[config.mk]
export PLATFORM = sky130hd
export DESIGN_NAME = mc8_core
export DESIGN_NICKNAME = d
export VERILOG_FILES = /design/src/rtl/mc8_pkg.sv /design/src/rtl/mc8_alu.sv /design/src/rtl/mc8_regfile.sv /design/src/rtl/mc8_ctrl.sv /design/src/rtl/mc8_core.sv
export SDC_FILE = /design/constraint.sdc
export NUM_CORES = 1
export LEC_CHECK = 0
export ABC_CLOCK_PERIOD_IN_PS = 3700
export BUFFER_PORTS_ARGS = -buffer_cell sky130_fd_sc_hd__buf_2
export CORE_ASPECT_RATIO = 2
export CORE_MARGIN = 4
export CORE_UTILIZATION = 57
export DETAILED_ROUTE_END_ITERATION = 10
export PLACE_DENSITY = 0.89
export SLEW_MARGIN = 15
export SYNTH_ARGS = -nofsm -noshare
export SYNTH_HDL_FRONTEND = slang
export SYNTH_HIERARCHICAL = 1
export SYNTH_SLANG_ARGS = --single-unit
[constraint.sdc]
create_clock -name clk -period 3.7 [get_ports clk]
set_clock_uncertainty 0.1 [all_clocks]
set_input_delay 0.925 -clock clk [delete_from_list [all_inputs] [get_ports clk]]
set_output_delay 0.925 -clock clk [all_outputs]
set_load 0.05 [all_outputs]
[src/rtl/mc8_pkg.sv]
// Shared types for the multicycle core: control states, operation codes, flags.
// Assumes a 4-bit operation field; codes not listed here execute as no-ops.
package mc8_pkg;

    typedef enum logic [2:0] {
        ST_FETCH_ADDR,
        ST_FETCH_READ,
        ST_FETCH_LOAD_IR,
        ST_DECODE,
        ST_EXECUTE
    } state_e;

    localparam logic [3:0] OP_LDI = 4'd1;
    localparam logic [3:0] OP_ADD = 4'd2;
    localparam logic [3:0] OP_SUB = 4'd3;
    localparam logic [3:0] OP_AND = 4'd4;
    localparam logic [3:0] OP_OR  = 4'd5;
    localparam logic [3:0] OP_NOT = 4'd6;
    localparam logic [3:0] OP_SHL = 4'd7;
    localparam logic [3:0] OP_SHR = 4'd8;

    typedef struct packed {
        logic v;
        logic c;
        logic z;
    } flags_t;

endpackage

[src/rtl/mc8_alu.sv]
// Combinational ALU. Operand a is the destination register and b is the source.
// Flags the result with zero, carry/borrow and signed overflow.
// Assumes DW >= 2. Sets alu_op only for operation codes that write a result and flags.
module mc8_alu
    import mc8_pkg::*;
#(
    parameter int DW = 8
) (
    input  logic [3:0]    op,
    input  logic [DW-1:0] a,
    input  logic [DW-1:0] b,
    output logic [DW-1:0] y,
    output flags_t        fl,
    output logic          alu_op
);
    localparam int MSB = DW - 1;

    logic [DW:0] sum;
    logic [DW:0] diff;

    // Extended-width add and subtract; the extra bit is the carry or borrow.
    always_comb begin
        sum  = {1'b0, a} + {1'b0, b};
        diff = {1'b0, a} - {1'b0, b};
    end

    // Select the result and the carry/overflow flags for the operation.
    always_comb begin
        y      = '0;
        fl     = '0;
        alu_op = 1'b1;
        case (op)
            OP_ADD: begin
                y    = sum[DW-1:0];
                fl.c = sum[DW];
                fl.v = (a[MSB] == b[MSB]) && (sum[MSB] != a[MSB]);
            end
            OP_SUB: begin
                y    = diff[DW-1:0];
                fl.c = diff[DW];
                fl.v = (a[MSB] != b[MSB]) && (diff[MSB] != a[MSB]);
            end
            OP_AND: y = a & b;
            OP_OR:  y = a | b;
            OP_NOT: y = ~b;
            OP_SHL: begin
                y    = {b[DW-2:0], 1'b0};
                fl.c = b[MSB];
            end
            OP_SHR: begin
                y    = {1'b0, b[DW-1:1]};
                fl.c = b[0];
            end
            default: alu_op = 1'b0;
        endcase
        fl.z = (y == '0);
    end

endmodule

[src/rtl/mc8_regfile.sv]
// General register file: 2**RIW registers of DW bits, one write port and two read ports.
// Assumes at most one write per cycle. All registers clear on synchronous active-low reset.
module mc8_regfile #(
    parameter int DW  = 8,
    parameter int RIW = 2
) (
    input  logic                    clk,
    input  logic                    rst_n,
    input  logic                    we,
    input  logic [RIW-1:0]          waddr,
    input  logic [DW-1:0]           wdata,
    input  logic [RIW-1:0]          raddr_a,
    input  logic [RIW-1:0]          raddr_b,
    output logic [DW-1:0]           rdata_a,
    output logic [DW-1:0]           rdata_b,
    output logic [(1<<RIW)*DW-1:0]  regs_flat
);
    localparam int NREG = 1 << RIW;

    logic [DW-1:0] rf [NREG];

    for (genvar g = 0; g < NREG; g++) begin : g_reg
        // Register g: clears on reset and loads when it is the write target.
        always_ff @(posedge clk) begin
            if (!rst_n)
                rf[g] <= '0;
            else if (we && waddr == RIW'(g))
                rf[g] <= wdata;
        end
        assign regs_flat[g*DW +: DW] = rf[g];
    end

    // Read ports.
    assign rdata_a = rf[raddr_a];
    assign rdata_b = rf[raddr_b];

    // the register contents do not move without a write enable.
    assert_regs_hold_R12: assert property (@(posedge clk) disable iff (!rst_n)
        !we |=> $stable(regs_flat));

endmodule

[src/rtl/mc8_ctrl.sv]
// Control unit: a five-state sequencer that runs a fetch followed by an execute for every instruction.
// Assumes the memory answers a read one cycle after the strobe and never stalls.
module mc8_ctrl
    import mc8_pkg::*;
(
    input  logic   clk,
    input  logic   rst_n,
    output state_e state,
    output logic   mar_ld,
    output logic   mem_rd,
    output logic   mbr_ld,
    output logic   ir_ld,
    output logic   exec
);
    state_e nxt;

    // State register.
    always_ff @(posedge clk) begin
        if (!rst_n) state <= ST_FETCH_ADDR;
        else        state <= nxt;
    end

    // Fixed sequence; execute always returns to the address step.
    always_comb begin
        case (state)
            ST_FETCH_ADDR:    nxt = ST_FETCH_READ;
            ST_FETCH_READ:    nxt = ST_FETCH_LOAD_IR;
            ST_FETCH_LOAD_IR: nxt = ST_DECODE;
            ST_DECODE:        nxt = ST_EXECUTE;
            default:          nxt = ST_FETCH_ADDR;
        endcase
    end

    // One strobe per state.
    always_comb begin
        mar_ld = (state == ST_FETCH_ADDR);
        mem_rd = (state == ST_FETCH_READ);
        mbr_ld = (state == ST_FETCH_LOAD_IR);
        ir_ld  = (state == ST_DECODE);
        exec   = (state == ST_EXECUTE);
    end

    // execute is always followed by a fresh fetch.
    assert_exec_then_fetch_R4: assert property (@(posedge clk) disable iff (!rst_n)
        exec |=> state == ST_FETCH_ADDR);

    // the read strobe never lasts more than one cycle.
    assert_single_read_R2: assert property (@(posedge clk) disable iff (!rst_n)
        mem_rd |=> !mem_rd);

endmodule

[src/rtl/mc8_core.sv]
// Multicycle 8-bit core top. Holds PC, MAR, MBR, IR and the flags, and joins the control unit,
// register file and ALU. Assumes a synchronous memory that returns the addressed word
// on bus_rdata one cycle after bus_rd and holds it until the next read.
module mc8_core
    import mc8_pkg::*;
#(
    parameter int          AW         = 8,
    parameter int          DW         = 8,
    parameter int          RIW        = 2,
    parameter int unsigned START_ADDR = 100
) (
    input  logic                   clk,
    input  logic                   rst_n,
    output logic [AW-1:0]          bus_addr,
    output logic                   bus_rd,
    input  logic [DW+7:0]          bus_rdata,
    output logic [AW-1:0]          pc_o,
    output logic [DW+7:0]          ir_o,
    output logic [2:0]             flags_o,
    output logic [(1<<RIW)*DW-1:0] regs_o
);
    localparam int IW = DW + 8;

    logic [AW-1:0] pc_q;
    logic [AW-1:0] mar_q;
    logic [IW-1:0] mbr_q;
    logic [IW-1:0] ir_q;
    flags_t        flags_q;

    state_e        st;
    logic          mar_ld, mem_rd, mbr_ld, ir_ld, exec;

    logic [3:0]     op;
    logic [RIW-1:0] dst, src;
    logic [DW-1:0]  imm;
    logic [DW-1:0]  dval, sval, alu_y;
    flags_t         alu_fl;
    logic           alu_op;
    logic           we;
    logic [DW-1:0]  wdata;

    mc8_ctrl u_ctrl (
        .clk    (clk),
        .rst_n  (rst_n),
        .state  (st),
        .mar_ld (mar_ld),
        .mem_rd (mem_rd),
        .mbr_ld (mbr_ld),
        .ir_ld  (ir_ld),
        .exec   (exec)
    );

    // Split the instruction register into its fields.
    always_comb begin
        op  = ir_q[IW-1 -: 4];
        dst = ir_q[IW-5 -: RIW];
        src = ir_q[IW-5-RIW -: RIW];
        imm = ir_q[DW-1:0];
    end

    // PC: reset vector, then increment during the read cycle.
    always_ff @(posedge clk) begin
        if (!rst_n)      pc_q <= AW'(START_ADDR);
        else if (mem_rd) pc_q <= pc_q + AW'(1);
    end

    // MAR: copy of the PC that drives the address bus.
    always_ff @(posedge clk) begin
        if (!rst_n)      mar_q <= '0;
        else if (mar_ld) mar_q <= pc_q;
    end

    // MBR: capture the word that memory returns.
    always_ff @(posedge clk) begin
        if (!rst_n)      mbr_q <= '0;
        else if (mbr_ld) mbr_q <= bus_rdata;
    end

    // IR: take the fetched word from the MBR.
    always_ff @(posedge clk) begin
        if (!rst_n)     ir_q <= '0;
        else if (ir_ld) ir_q <= mbr_q;
    end

    mc8_regfile #(.DW(DW), .RIW(RIW)) u_rf (
        .clk       (clk),
        .rst_n     (rst_n),
        .we        (we),
        .waddr     (dst),
        .wdata     (wdata),
        .raddr_a   (dst),
        .raddr_b   (src),
        .rdata_a   (dval),
        .rdata_b   (sval),
        .regs_flat (regs_o)
    );

    mc8_alu #(.DW(DW)) u_alu (
        .op     (op),
        .a      (dval),
        .b      (sval),
        .y      (alu_y),
        .fl     (alu_fl),
        .alu_op (alu_op)
    );

    // Write-back select: the immediate for a load, otherwise the ALU result.
    always_comb begin
        we    = exec && (alu_op || op == OP_LDI);
        wdata = (op == OP_LDI) ? imm : alu_y;
    end

    // Flags: updated only by ALU operations in the execute cycle.
    always_ff @(posedge clk) begin
        if (!rst_n)                flags_q <= '0;
        else if (exec && alu_op)   flags_q <= alu_fl;
    end

    assign bus_addr = mar_q;
    assign bus_rd   = mem_rd;
    assign pc_o     = pc_q;
    assign ir_o     = ir_q;
    assign flags_o  = flags_q;

    // the address on the bus at the start of a read is the PC from the cycle before.
    assert_addr_from_pc_R2: assert property (@(posedge clk) disable iff (!rst_n)
        $rose(bus_rd) |-> bus_addr == $past(pc_q));

    // each read cycle advances the PC by exactly one.
    assert_pc_step_R3: assert property (@(posedge clk) disable iff (!rst_n)
        bus_rd |=> pc_q == $past(pc_q) + AW'(1));

    // the PC does not move outside a read cycle.
    assert_pc_hold_R3: assert property (@(posedge clk) disable iff (!rst_n)
        !bus_rd |=> $stable(pc_q));

    // the flags stay put outside the execute cycle.
    assert_flags_hold_R12: assert property (@(posedge clk) disable iff (!rst_n)
        !exec |=> $stable(flags_o));

endmodule

## Word-level counts from Yosys, hierarchy flattened

Memory sizes are Yosys's and may differ from the RTL's. A register that Yosys moved wholly into a read port is not among the register bits.
Index checks and enable logic that the tools add are counted.
W data, S select, Z words.

- Word-level logic and storage cells: 78
- Memories kept: 1
- Memory bits (writable): 32
- Bits in registers: 54
- Bits of input ports: 18
- Output and inout bits: 68

- $add $sub $neg: 3
- Equality and inequality tests: 19
- Bitwise logic cells: 7
- Mux-type cells: 27
- Reduce and logical (&&, ||, !) cells: 13

Memory list:

| memory | words | width | rd ports | clocked after Yosys merged registers in | write ports | line | source |
|---|---|---|---|---|---|---|---|
| u_rf.rf | 4 | 8 | 6 | 2 | 4 | mc8_regfile.sv:20 | `logic [DW-1:0] rf [NREG];` |

Operators by type and width:

| operator | number |
|---|---|
| $pmux W8 S7 | 1 |
| $mux W8 | 5 |
| $eq A4 B3 Y1 const B | 4 |
| $mux W1 | 14 |
| $pmux W3 S4 | 1 |
| $add A8 B8 Y9 | 1 |
| $sub A8 B8 Y9 | 1 |
| $add A8 B1 Y8 const B | 1 |
| $and A8 B8 Y8 | 1 |
| $eq A4 B2 Y1 const B | 2 |
| $logic_and A1 B1 Y1 | 8 |
| $logic_not A8 Y1 | 1 |
| $mux W2 | 4 |
| $not A8 Y8 | 1 |
| $or A8 B8 Y8 | 1 |
| $reduce_or A7 Y1 | 1 |
| $eq A3 B2 Y1 const B | 2 |
| $eq A2 B2 Y1 const B | 2 |
| $eq A4 B1 Y1 const B | 1 |
| $eq A4 B4 Y1 const B | 1 |
| $or A1 B1 Y1 | 4 |
| $pmux W1 S4 | 1 |
| $eq A3 B1 Y1 const B | 1 |
| $eq A3 B3 Y1 const B | 1 |
| other kinds (7) | 9 |

## Longest topological paths before layout

- Depth after elaboration: 10
- Depth in mapped cells: 13
- Mapped depth without buffers: 12

## Hierarchy

Netlist, hierarchy kept.

By module, submodules not included:

| module | instances | area each (sq um) | cells an instance | sequential area each (sq um) |
|---|---|---|---|---|
| mc8_core | 1 | 2070.7 | 189 | 1021.0 |
| mc8_regfile | 1 | 1629.1 | 95 | 960.9 |
| mc8_alu | 1 | 1481.4 | 207 | 0.0 |
| mc8_ctrl | 1 | 131.4 | 12 | 60.1 |

## Worst setup path before layout

No wires, ideal clock.

- Path type: reg2reg
- From: reg ir_q[10] (netlist: ir_o[10])
- To: mem u_rf.rf[0][7] (data pin)
- Clock period less this slack: 3.795 ns
- Required time: 3.345 ns
- Path slack: -0.095 ns
- Path buffers: 1
- Data arrival time: 3.440 ns
- Library setup time: 0.255 ns
- Cell stages (with the launch flop): 12
- Cell sequence: dfxtp_1 > buf_6 > mux4_2 > inv_1 > ha_1 > a211oi_2 > nor3_1 > o41ai_1 > mux2i_1 > a311o_2 > mux2_2 > and2_1

RTL lines:

| item | line | source |
|---|---|---|
| from (decl) | mc8_core.sv:27 | `logic [IW-1:0] ir_q;` |
| from (signal assigned) | mc8_core.sv:82 | `else if (ir_ld) ir_q <= mbr_q;` |
| to (decl) | mc8_regfile.sv:20 |  |

==> results.md <==
* Initial DRC count at between 500 and 600
* Fin crit share at approximately 97%
* CP delay by family, top: compound AO/OA/AOI/OAI gates
* Seq cells post-synth at 86
* Remaining DRCs at 0
* Final-report setup violation count at 0
* Worst skew pair latency at ~340 ps
* Post-route minimum period at ~3600 ps
* Flop pwr share at between 40 and 50%
* Leading area contributor after synthesis: dfxtp_1
* Vias in the first global route at around 4800
* Post-Synth Simple-Gate Area at 20.6%
* Largest family of logic cells by synthesized area: simple AND/OR/NAND/NOR gates
* Critical Path End: u_rf/rf[1][7]
* Final Non-Filler Cells at ~700
* Peak supply drop at ~610 uV
* Synth Area in XOR/XNOR at between 1 and 1.5%
* Final Cell Area at between 0.006 and 0.007 sq mm
* Longest Clk Path Bufs at 2
* Post-Synthesis Cells at a little over 500
* Syn_area_per_cell at ~11 sq um
* P_sw at ~640 uW
* Clk slew on worst S/H paths at around 70 ps
* R2r setup slk at 110 ps
* Critical Path Max Stage Delay at around 560 ps
* Unique masters post-synth at 67
* Synth cell count leaders: 54 x dfxtp_1, 47 x nor2b_1, 46 x mux2i_1, 36 x and2_1, 32 x edfxtp_1
* P_int at approximately 1.7 mW
* Net Sw Frac at 27.6%
* Yosys warns at 6
* Placed Cells at ~680
* Worst Tran Pin Value at 1090 ps
* Hold WC Path Type: flip-flop to flip-flop
* Clock power share at 39.1%
* WP data required at 3690 ps
* Slew HR at ~27%
* Tot Pwr at between 2 and 2.5 mW
* Reg2Reg Depth at 10
* Crit Reg-Reg Startpoint: u_rf/rf[0][1]
* Slowest library cell on the worst path: mux4_2
* Tot GR Track Use at slightly below 30%
* Final wirelength at approximately 16000 um
* Max Fclk at between 0.2 and 0.3 GHz
* Logic pwr share at roughly 16%
* Mapped Area at 0.00531 sq mm
* Status: completed
* Synth Area in Compound Gates at 10.2%
* MaxCap Viol Count at 0
* Prevailing post-synth register cell: dfxtp_1
* Synth top area share at 20.3%
* DIE WIDTH at approximately 76 um
* Die ar. at about 0.011 sq mm
* Initial Utilization at 58.5%
* Critical path buffers and inverters at 1
* Post-synthesis sequential area ratio at between 30 and 40%
* Total global routing overflow at 0
* CP Cell Sequence: mux4_2, inv_1, ha_1, a211oi_4, nor3_1, o41ai_1, mux2i_1, a311o_2, mux2_2, and2_1
* Vias at about 4600
* Syn_nets at about 550
* Nets at ~630
* Worst Setup Path Type: flip-flop to flip-flop
* Count leader, synth: dfxtp_1
* P_leak at between 2 and 2.5 nW
* WHS at between 300 and 400 ps
* First-pass GRT wire length at ~25000 um
* CP startpoint kind: flip-flop
* HPWL after DPL at approximately 12000 um
* CTS Sinks at 86
* CTS tree: done
* Fraction of layout cells with a size suffix above 1 at between 20% and 30%
* Num CTS Buffers at 9
* H-tree depth at 3
* Final antenna-violating net count at 0
* Fin. Hold Viols at 0
* Critical Path AT at 3580 ps
* Worst setup path start: u_rf/rf[0][1]
* Largest net degree at the start of global routing at 55
* Synth top area cells: dfxtp_1 20%, edfxtp_1 18%, mux2i_1 8.7%
* EDFF count, synth at 32
* Fraction of registers with async set/reset at 0%
* Post-DR vias/cell at roughly 6.6
* Drt pass-1 iters at 6
* RR Endpoint: u_rf/rf[1][7]
* Slack of the critical path at ~110 ps
* Final Wtd Congestion at just over 1
* PwrDens at ~370 mW/mm^2
* Antenna cells at 0
* Unrepaired setup endpoints after global routing: false
* Worst setup EP type: flip-flop
* Pre-CTS setup slack at between 150 and 200 ps
* Mux contribution to synthesized area at 18.0%
* Core area at between 0.009 and 0.01 sq mm
* Final Util at between 60% and 70%
* Crit. path cell count at 10
* Vert. Die Dim at 145 um
* Post-Synth Adder-Cell Area at between 6 and 7%
* Port bufs at between 80 and 90
* Layout area overhead at 17.2%
* WL per Instance at about 23 um
* Clock root buffer: clkbuf_16
* Final setup TNS at 0 ps
* Site row count at approximately 50
* Placed cell area at between 0.005 and 0.006 sq mm
* Boundary Pins at between 80 and 90
* Initial antenna violation count at 0
* Slew Limit Fails at 0
* Maximum fanout along the worst path at 4
[flip-flops by register name, summed over array words and instances, names as in the netlist]
| name | flops |
|---|---|
| flags_o | 3 |
| bus_addr | 8 |
| u_ctrl/state | 3 |
| u_rf/rf | 32 |
| mbr_q | 16 |
| ir_o | 16 |
| pc_o | 8 |
[worst register-to-register path, cell delays in order, from the launching register on]
cell      delay (ps)
edfxtp_1         450
mux4_2           560
inv_1            140
ha_1             330
a211oi_4         320
nor3_1           130
o41ai_1          330
mux2i_1          110
a311o_2          400
mux2_2           310
and2_1           160
[worst min-delay path by stage]
stage	startpoint	to	slack, ps	cells past startpoint
floorplan	mbr_q[0]	mbr_q[0]	380	2
global placement	flags_o[1]	flags_o[1]	360	2
detailed placement	flags_o[1]	flags_o[1]	370	2
CTS	flags_o[1]	flags_o[1]	370	2
global route	flags_o[1]	flags_o[1]	390	2
finish	flags_o[1]	flags_o[1]	370	2
[what timing repair did]
action / 4_1_cts / 5_1_grt
resized for setup: 0 / 11
setup endpoints to repair: 0 / 10
buffers inserted: 0 / 3
hold buffers: 0 / 0
[cell families after synthesis]
logic type | Yosys count
buffers and inverters | 55
AND/OR/NAND/NOR | 176
XOR/XNOR | 9
AO/OA/AOI/OAI | 78
adder cells (fa/ha/maj) | 27
flip-flops | 86
multiplexers | 72
[power by group through the flow]
stage	clock network (mW)	registers [mW]	logic, mW
2_1_floorplan	0	1.13	0.192
3_3_place_gp	0	1.06	0.340
3_5_place_dp	0	1.07	0.352
4_1_cts	0.915	1.05	0.356
5_1_grt	0.956	1.05	0.389
6_report	0.909	1.05	0.370
[cell usage in the layout (no fill, tap or decap), drive strengths merged, types with 4 or more instances in the layout]
master and instances:
nand2 19, and2 36, a21boi 6, a21oi 15, clkbuf 12, nand2b 5
mux2i 46, mux2 8, a211oi 4, inv 27, nor4 5, nor2b 47
nand3 10, nor3b 9, mux4 18, o21ai 20, dfxtp 54, nor2 9
ha 25, buf 104, edfxtp 32, nor3 10, o21bai 5, o22ai 4
xnor2 6
[layout make-up]
| cell class | instances | area (sq um) |
|---|---|---|
| multi-input combinational | 362 | 3080 |
| fill | 617 | 2850 |
| sequential | 86 | 2040 |
| timing repair buffer | 104 | 568 |
| clock buffer | 12 | 278 |
| tap | 102 | 128 |
| inverter | 26 | 97.6 |
| clock inverter | 4 | 35.0 |
[routing by layer]
layer | track usage [%] | wire length, um
met5 | 0 | 0
met4 | 22.7 | 1330
met3 | 4.99 | 1180
met2 | 56.4 | 8690
met1 | 27.5 | 4900
Note: power is estimated with default switching activity, not from simulation.
